### src/rtl/errlog_pkg.sv
package errlog_pkg;

  localparam int EL_STAT_W    = 32;
  localparam int EL_WORD_W    = 32;
  localparam int EL_LOG_WORDS = 4;
  localparam int EL_LOG_W     = EL_WORD_W * EL_LOG_WORDS;
  localparam int EL_PTR_W     = $clog2(EL_STAT_W);
  localparam int EL_BYTES     = EL_WORD_W / 8;

  typedef struct packed {
    logic [EL_STAT_W-1:0] status;
    logic [EL_LOG_W-1:0]  hdr;
    logic [EL_LOG_W-1:0]  pfx;
    logic                 hdr_ok;
    logic                 pfx_ok;
  } el_rec_t;

  typedef enum logic [2:0] {
    ACT_NONE,
    ACT_CLEAR,
    ACT_REFILL,
    ACT_RESTORE,
    ACT_DROP
  } el_act_e;

  function automatic logic el_single(input logic [EL_STAT_W-1:0] s);
    return (s != '0) && ((s & (s - 1'b1)) == '0);
  endfunction

  function automatic logic [EL_PTR_W-1:0] el_low_index(input logic [EL_STAT_W-1:0] s);
    logic [EL_PTR_W-1:0] idx;
    idx = '0;
    for (int i = EL_STAT_W - 1; i >= 0; i--) begin
      if (s[i]) idx = EL_PTR_W'(i);
    end
    return idx;
  endfunction

  function automatic logic [EL_LOG_W-1:0] el_swap_words(input logic [EL_LOG_W-1:0] w);
    logic [EL_LOG_W-1:0] o;
    for (int k = 0; k < EL_LOG_WORDS; k++) begin
      for (int b = 0; b < EL_BYTES; b++) begin
        o[k*EL_WORD_W + (EL_BYTES-1-b)*8 +: 8] = w[k*EL_WORD_W + b*8 +: 8];
      end
    end
    return o;
  endfunction

endpackage

### src/rtl/errlog_fifo.sv
module errlog_fifo
  import errlog_pkg::*;
#(
  parameter int DEPTH = 4,
  localparam int CW = $clog2(DEPTH + 1)
) (
  input  logic                 clk,
  input  logic                 rst_n,
  input  logic                 push,
  input  logic                 pop,
  input  logic                 flush,
  input  el_rec_t              din,
  output el_rec_t              head,
  output logic [CW-1:0]        count,
  output logic [EL_STAT_W-1:0] stat_union
);

  el_rec_t       slot [DEPTH];
  logic [CW-1:0] cnt;

  always_ff @(posedge clk or negedge rst_n) begin
    if (!rst_n) begin
      cnt <= '0;
      for (int i = 0; i < DEPTH; i++) slot[i] <= '0;
    end else if (flush) begin
      cnt <= '0;
    end else if (pop && cnt != '0) begin
      for (int i = 0; i < DEPTH - 1; i++) slot[i] <= slot[i+1];
      cnt <= cnt - 1'b1;
    end else if (push && cnt != CW'(DEPTH)) begin
      for (int i = 0; i < DEPTH; i++) begin
        if (CW'(i) == cnt) slot[i] <= din;
      end
      cnt <= cnt + 1'b1;
    end
  end

  always_comb begin
    stat_union = '0;
    for (int i = 0; i < DEPTH; i++) begin
      if (CW'(i) < cnt) stat_union = stat_union | slot[i].status;
    end
  end

  assign head  = slot[0];
  assign count = cnt;

endmodule

### src/rtl/errlog_image.sv
module errlog_image
  import errlog_pkg::*;
(
  input  el_rec_t             src,
  input  logic                e2e_ok,
  output logic [EL_PTR_W-1:0] ptr,
  output logic [EL_LOG_W-1:0] hdr_img,
  output logic [EL_LOG_W-1:0] pfx_img,
  output logic                pfx_flag
);

  assign ptr      = el_low_index(src.status);
  assign hdr_img  = src.hdr_ok ? el_swap_words(src.hdr) : '0;
  assign pfx_flag = src.pfx_ok & e2e_ok;
  assign pfx_img  = pfx_flag ? el_swap_words(src.pfx) : '0;

endmodule

### src/rtl/errlog_hdr_queue.sv
module errlog_hdr_queue
  import errlog_pkg::*;
#(
  parameter int QDEPTH = 4,
  localparam int CW = (QDEPTH > 0) ? $clog2(QDEPTH + 1) : 1
) (
  input  logic                 clk,
  input  logic                 rst_n,
  input  logic                 rec_valid,
  input  logic [EL_STAT_W-1:0] rec_status,
  input  logic [EL_LOG_W-1:0]  rec_hdr,
  input  logic [EL_LOG_W-1:0]  rec_pfx,
  input  logic                 rec_hdr_valid,
  input  logic                 rec_pfx_present,
  input  logic                 e2e_pfx_supported,
  input  logic                 mhr_enable,
  input  logic                 stat_wr,
  input  logic [EL_STAT_W-1:0] stat_value,
  output logic                 mhr_capable,
  output logic                 mhr_active,
  output logic [EL_PTR_W-1:0]  first_ptr,
  output logic                 pfx_logged,
  output logic [EL_LOG_W-1:0]  hdr_log,
  output logic [EL_LOG_W-1:0]  pfx_log,
  output logic [EL_STAT_W-1:0] restat_vec,
  output logic                 ovf_pulse,
  output logic                 rec_reject,
  output logic [CW-1:0]        q_level
);

  localparam logic HAS_QUEUE = (QDEPTH > 0);

  el_rec_t              rec_in, q_head, load_src;
  logic [EL_STAT_W-1:0] q_union;
  logic                 q_full, q_empty;
  logic                 fep_pending;
  logic                 ev_bad, ev_queue, ev_push, ev_overflow, ev_load, ev_refill;
  el_act_e              wr_act;
  logic [EL_PTR_W-1:0]  img_ptr;
  logic [EL_LOG_W-1:0]  img_hdr, img_pfx;
  logic                 img_pfx_flag;

  assign mhr_capable = HAS_QUEUE;
  assign mhr_active  = mhr_enable & HAS_QUEUE;

  assign rec_in = '{status: rec_status, hdr: rec_hdr, pfx: rec_pfx,
                    hdr_ok: rec_hdr_valid, pfx_ok: rec_pfx_present};

  assign fep_pending = stat_value[first_ptr];
  assign q_full      = (q_level == CW'(QDEPTH));
  assign q_empty     = (q_level == '0);

  assign ev_bad      = rec_valid & ~el_single(rec_status);
  assign ev_queue    = rec_valid & ~ev_bad & mhr_active & fep_pending;
  assign ev_push     = ev_queue & ~q_full;
  assign ev_overflow = ev_queue & q_full;
  assign ev_load     = rec_valid & ~ev_bad & ~ev_queue;

  always_comb begin
    wr_act = ACT_NONE;
    if (stat_wr) begin
      if (!fep_pending) wr_act = (mhr_active && !q_empty) ? ACT_REFILL : ACT_CLEAR;
      else              wr_act = mhr_active ? ACT_RESTORE : ACT_DROP;
    end
  end

  assign ev_refill = (wr_act == ACT_REFILL);
  assign load_src  = ev_refill ? q_head : rec_in;

  generate
    if (QDEPTH > 0) begin : g_queue
      errlog_fifo #(.DEPTH(QDEPTH)) u_fifo (
        .clk        (clk),
        .rst_n      (rst_n),
        .push       (ev_push),
        .pop        (ev_refill),
        .flush      (wr_act == ACT_DROP),
        .din        (rec_in),
        .head       (q_head),
        .count      (q_level),
        .stat_union (q_union)
      );
    end else begin : g_no_queue
      assign q_head  = '0;
      assign q_level = '0;
      assign q_union = '0;
    end
  endgenerate

  errlog_image u_image (
    .src      (load_src),
    .e2e_ok   (e2e_pfx_supported),
    .ptr      (img_ptr),
    .hdr_img  (img_hdr),
    .pfx_img  (img_pfx),
    .pfx_flag (img_pfx_flag)
  );

  always_ff @(posedge clk or negedge rst_n) begin
    if (!rst_n) begin
      first_ptr  <= '0;
      pfx_logged <= 1'b0;
      hdr_log    <= '0;
      pfx_log    <= '0;
    end else if (ev_load || ev_refill) begin
      first_ptr  <= img_ptr;
      pfx_logged <= img_pfx_flag;
      hdr_log    <= img_hdr;
      pfx_log    <= img_pfx;
    end else if (wr_act == ACT_CLEAR) begin
      first_ptr  <= '0;
      pfx_logged <= 1'b0;
      hdr_log    <= '0;
      pfx_log    <= '0;
    end
  end

  always_ff @(posedge clk or negedge rst_n) begin
    if (!rst_n) begin
      restat_vec <= '0;
      ovf_pulse  <= 1'b0;
      rec_reject <= 1'b0;
    end else begin
      restat_vec <= (ev_refill || wr_act == ACT_RESTORE) ? q_union : '0;
      ovf_pulse  <= ev_overflow;
      rec_reject <= ev_bad;
    end
  end

endmodule

### config.mk
export PLATFORM = sky130hd
export DESIGN_NAME = errlog_hdr_queue
export DESIGN_NICKNAME = d
export VERILOG_FILES = /design/src/rtl/errlog_pkg.sv /design/src/rtl/errlog_fifo.sv /design/src/rtl/errlog_image.sv /design/src/rtl/errlog_hdr_queue.sv
export SDC_FILE = /design/constraint.sdc
export NUM_CORES = 2
export LEC_CHECK = 0
export ABC_CLOCK_PERIOD_IN_PS = 6200
export BUFFER_PORTS_ARGS = -buffer_cell sky130_fd_sc_hd__clkbuf_2
export CORE_MARGIN = 2
export CORE_UTILIZATION = 35
export CTS_BUF_LIST = sky130_fd_sc_hd__clkbuf_16
export CTS_CLUSTER_DIAMETER = 80
export CTS_CLUSTER_SIZE = 8
export DETAILED_ROUTE_END_ITERATION = 10
export PLACE_DENSITY = 0.53
export SYNTH_ARGS = -nofsm -noshare
export SYNTH_HDL_FRONTEND = slang
export SYNTH_SLANG_ARGS = --single-unit
### constraint.sdc
create_clock -name clk -period 6.2 [get_ports clk]
set_clock_uncertainty 0.15 [all_clocks]
set_input_delay 0.31 -clock clk [delete_from_list [all_inputs] [get_ports clk]]
set_output_delay 0.31 -clock clk [all_outputs]
set_load 0.1 [all_outputs]
==> results.cfg <==
[hold_path]
min-delay-start = rec_hdr[112]
min_delay_worst_endpoint = g_queue.u_fifo.slot[242]$_DFFE_PN0P_
hold_path_class = input pin to register
whs_path_depth = 3

[timing]
fmax_mhz = 218
slew_violations = 0
tns_ps = 0
rsz0062_at_grt = no
fin_crit_ps = 4590
setup_viol = 0
hold_violations = 0
post-route-period-util_pct = 74.0
slew_headroom_pct = 27.5
tightest_slew_ps = 1090

[pwr]
max-vdd-ir-drop_mv = 0.291
p_comb_share_pct = 26.7
clkPwrFrac_pct = 33.4
swShare_pct = 38.0
power.total_w = 0.0300
seq_power_share_pct = 39.8
switchingPower_w = 0.0114
power.density_nw_per_um2 = 387
p_leak_nw = 33.0
power.internal_w = 0.0186

[detailed_routing]
vias = 49796
routed_wl_um = 192000
drtPass1Iterations = 8
ant_nets = 0
drc = 0
wl_per_cell_um = 20.7
routed_via_density = 5.39
drtIter0Drc = 3943

[synthesis]
synthCells = 6155
syn_area_um2 = 63800
ys_warn_count = 0
synth.area.top_cells = dfrtp_1 (57%), a22oi_1 (10%), o21ai_0 (6.2%), nand2_1 (5.2%), mux2_2 (5.2%)
yosysTopAreaCell = dfrtp_1
synth-edff-count = 0
avgSynthCellArea_um2 = 10.4
synth_top_area_share_pct = 57.2
synth.distinct_cells = 59
muxShareOfSynthArea_pct = 9.51
synth_top_family_by_area = compound AO/OA/AOI/OAI gates
synthSimpleGateAreaFrac_pct = 7.91
yosysMostFrequentCell = dfrtp_1
syn_nets = 6488
async_flop_share_pct = 100
synth-xor-area-share_pct = 0.0274
ys_seq_area_share_pct = 57.2
yosys.area_share.adder_pct = 0.145
synth_compound_gate_area_share_pct = 21.4
ys_top_cells_by_count = dfrtp_1 (1459), nand2_1 (892), a22oi_1 (876)
ys.flop_type = dfrtp_1
synth_seq_cells = 1459

[placement]
routabilityCongestion = 0.867
portBuffers = 627
dpl_cell_area_um2 = 69000
hpwl_um = 118000

[floorplanning]
die_h_um = 431
die_x_um = 431
start_util_pct = 35.3
core_um2 = 181000
die_area_um2 = 186000
ios = 629
rows = 156

[cts]
cts_buffers = 203
cts-root-buf = clkbuf_16
clk_path_buf_depth = 3
cts_resized = 0
clk_latency_ps = 830
clk_pin_slew_ps = 50
cts-htree-levels = 4
cts.sinks = 1459
cts_tree = yes

[critical_path]
reg2reg_to = first_ptr[0]$_DFFE_PN0P_
cp-end-kind = register
max_stage_delay_ps = 900
reg2reg_from = first_ptr[0]$_DFFE_PN0P_
cpMostUsedCell = mux2i_1
cp_slowest_cell = dfrtp_1
rr_worst_depth = 10
cp_data_required_time_ps = 6710
arrival_ps = 5100
crit_type = register to register
crit_path_start_kind = register
crit_fanout = 60
crit_chain = mux2i_1, a22oi_1, nand3_1, and4_1, and2_4, buf_4, mux2i_1, a221oi_1, or3_1, a32o_1
reg2reg_slack_ps = 1610

[layout]
areaGrowthSynthToFinish_pct = 21.5
postLayoutCellArea_um2 = 77500
drive_gt1_share_pct = 18.7
final_nets = 7178

[outcome]
status = completed

[grt]
antenna_found_initial = 10
grt_max_degree = 176
grt_pass1_wl_um = 301000
grt-ovfl-total = 0
track_usage_pct = 20.3
grt_pass1_vias = 49869

[flow_run]
maxCapViolCount = 0
==> how the worst max path moves through the flow <==
stage	start	to	cells past startpoint	slack, ps
2_1_floorplan	first_ptr[0]$_DFFE_PN0P_	g_queue.u_fifo.count[2]$_DFFE_PN0P_	15	2060
3_3_place_gp	rec_status[11]	g_queue.u_fifo.head[120]$_DFFE_PN0P_	12	1680
4_1_cts	first_ptr[0]$_DFFE_PN0P_	first_ptr[0]$_DFFE_PN0P_	10	1570
6_report	first_ptr[0]$_DFFE_PN0P_	first_ptr[0]$_DFFE_PN0P_	10	1610
5_1_grt	first_ptr[0]$_DFFE_PN0P_	first_ptr[0]$_DFFE_PN0P_	10	1370
3_5_place_dp	rec_status[11]	g_queue.u_fifo.head[72]$_DFFE_PN0P_	12	1550
==> per-layer routing <==
layer | part of all wire (%) | vias up | GRT usage [%]
met5 | 0 | - | 0
met4 | 3.4 | 0 | 7.66
met3 | 3.7 | 335 | 3.00
met2 | 50 | 1077 | 34.1
met1 | 43 | 25004 | 26.6
li1 | - | 23380 | -
==> final cells by class <==
type / count / area, um^2
fillers: 17331 / 103000
flip-flops and latches: 1459 / 36500
multi-input cells: 4115 / 25000
repair buffers: 1050 / 7540
clock buffers: 207 / 5180
well taps: 2370 / 2970
clock inverters: 18 / 280
inverters: 16 / 60.1
diodes: 7 / 17.5
==> state kept, by name (all words and copies together), names as in the netlist <==
name                  count
first_ptr                 5
ovf_pulse                 1
pfx_logged                1
g_queue.u_fifo.slot     870
g_queue.u_fifo.count      3
restat_vec               32
rec_reject                1
pfx_log                 128
hdr_log                 128
g_queue.u_fifo.head     290
==> through the flow <==
stage	utilization, %	setup WS (ps)	hold slack, ps	instances
detailed placement	38.2	1550	208	8713
CTS	42.8	1570	86.5	9235
floorplan	-	2060	-136	6155
global placement	38.2	1680	212	8713
global route	42.8	1370	152	9241
finish	42.8	1610	186	9242
==> worst max-delay path, delay by kind of cell (launching register included) <==
kind	cells	cell delay, ps
and+or+nand+nor	4	1760
DFF	1	900
buffers and inverters	1	450
AOI/OAI and AO/OA	3	560
muxes	2	570
==> cells by family (layout without fill, tap and decap cells) <==
logic type      Yosys count  after routing
flops                  1459           1459
simple gates           1292           1292
mux                     570            570
fa+ha+maj                 8              8
compound gates         2242           2242
buf+inv                 581           1291
other cells               1              8
xor+xnor                  2              2
==> placed cells by master (no fill, tap or decap), types with 37 or more instances in the layout <==
| cell type | count |
|---|---|
| dfrtp_1 | 1458 |
| nand2_1 | 891 |
| a22oi_1 | 875 |
| o21ai_0 | 790 |
| clkbuf_2 | 626 |
| a21oi_1 | 405 |
| nor2_1 | 329 |
| dlygate4sd3_1 | 296 |
| mux2_2 | 292 |
| mux2i_1 | 278 |
| clkbuf_16 | 207 |
| buf_4 | 90 |
| o21ai_1 | 89 |
| o31ai_1 | 38 |
| buf_12 | 37 |
==> power groups by stage <==
stage,Sequential (W),Combinational (W),Clock [W]
after CTS,0.0120,0.00809,0.0103
after global placement,0.0121,0.00781,0
after detailed placement,0.0121,0.00791,0
after global routing,0.0121,0.00864,0.0107
final,0.0120,0.00803,0.0100
after floorplan,0.0145,0.00306,0
==> what timing repair did <==
action | in CTS | in global routing
buffers inserted | 0 | 0
endpoints found under the hold margin | 1649 | 0
endpoints found under the setup margin | 0 | 0
hold buffers | 297 | 0
No activity file was read; power rests on OpenSTA's default activity.
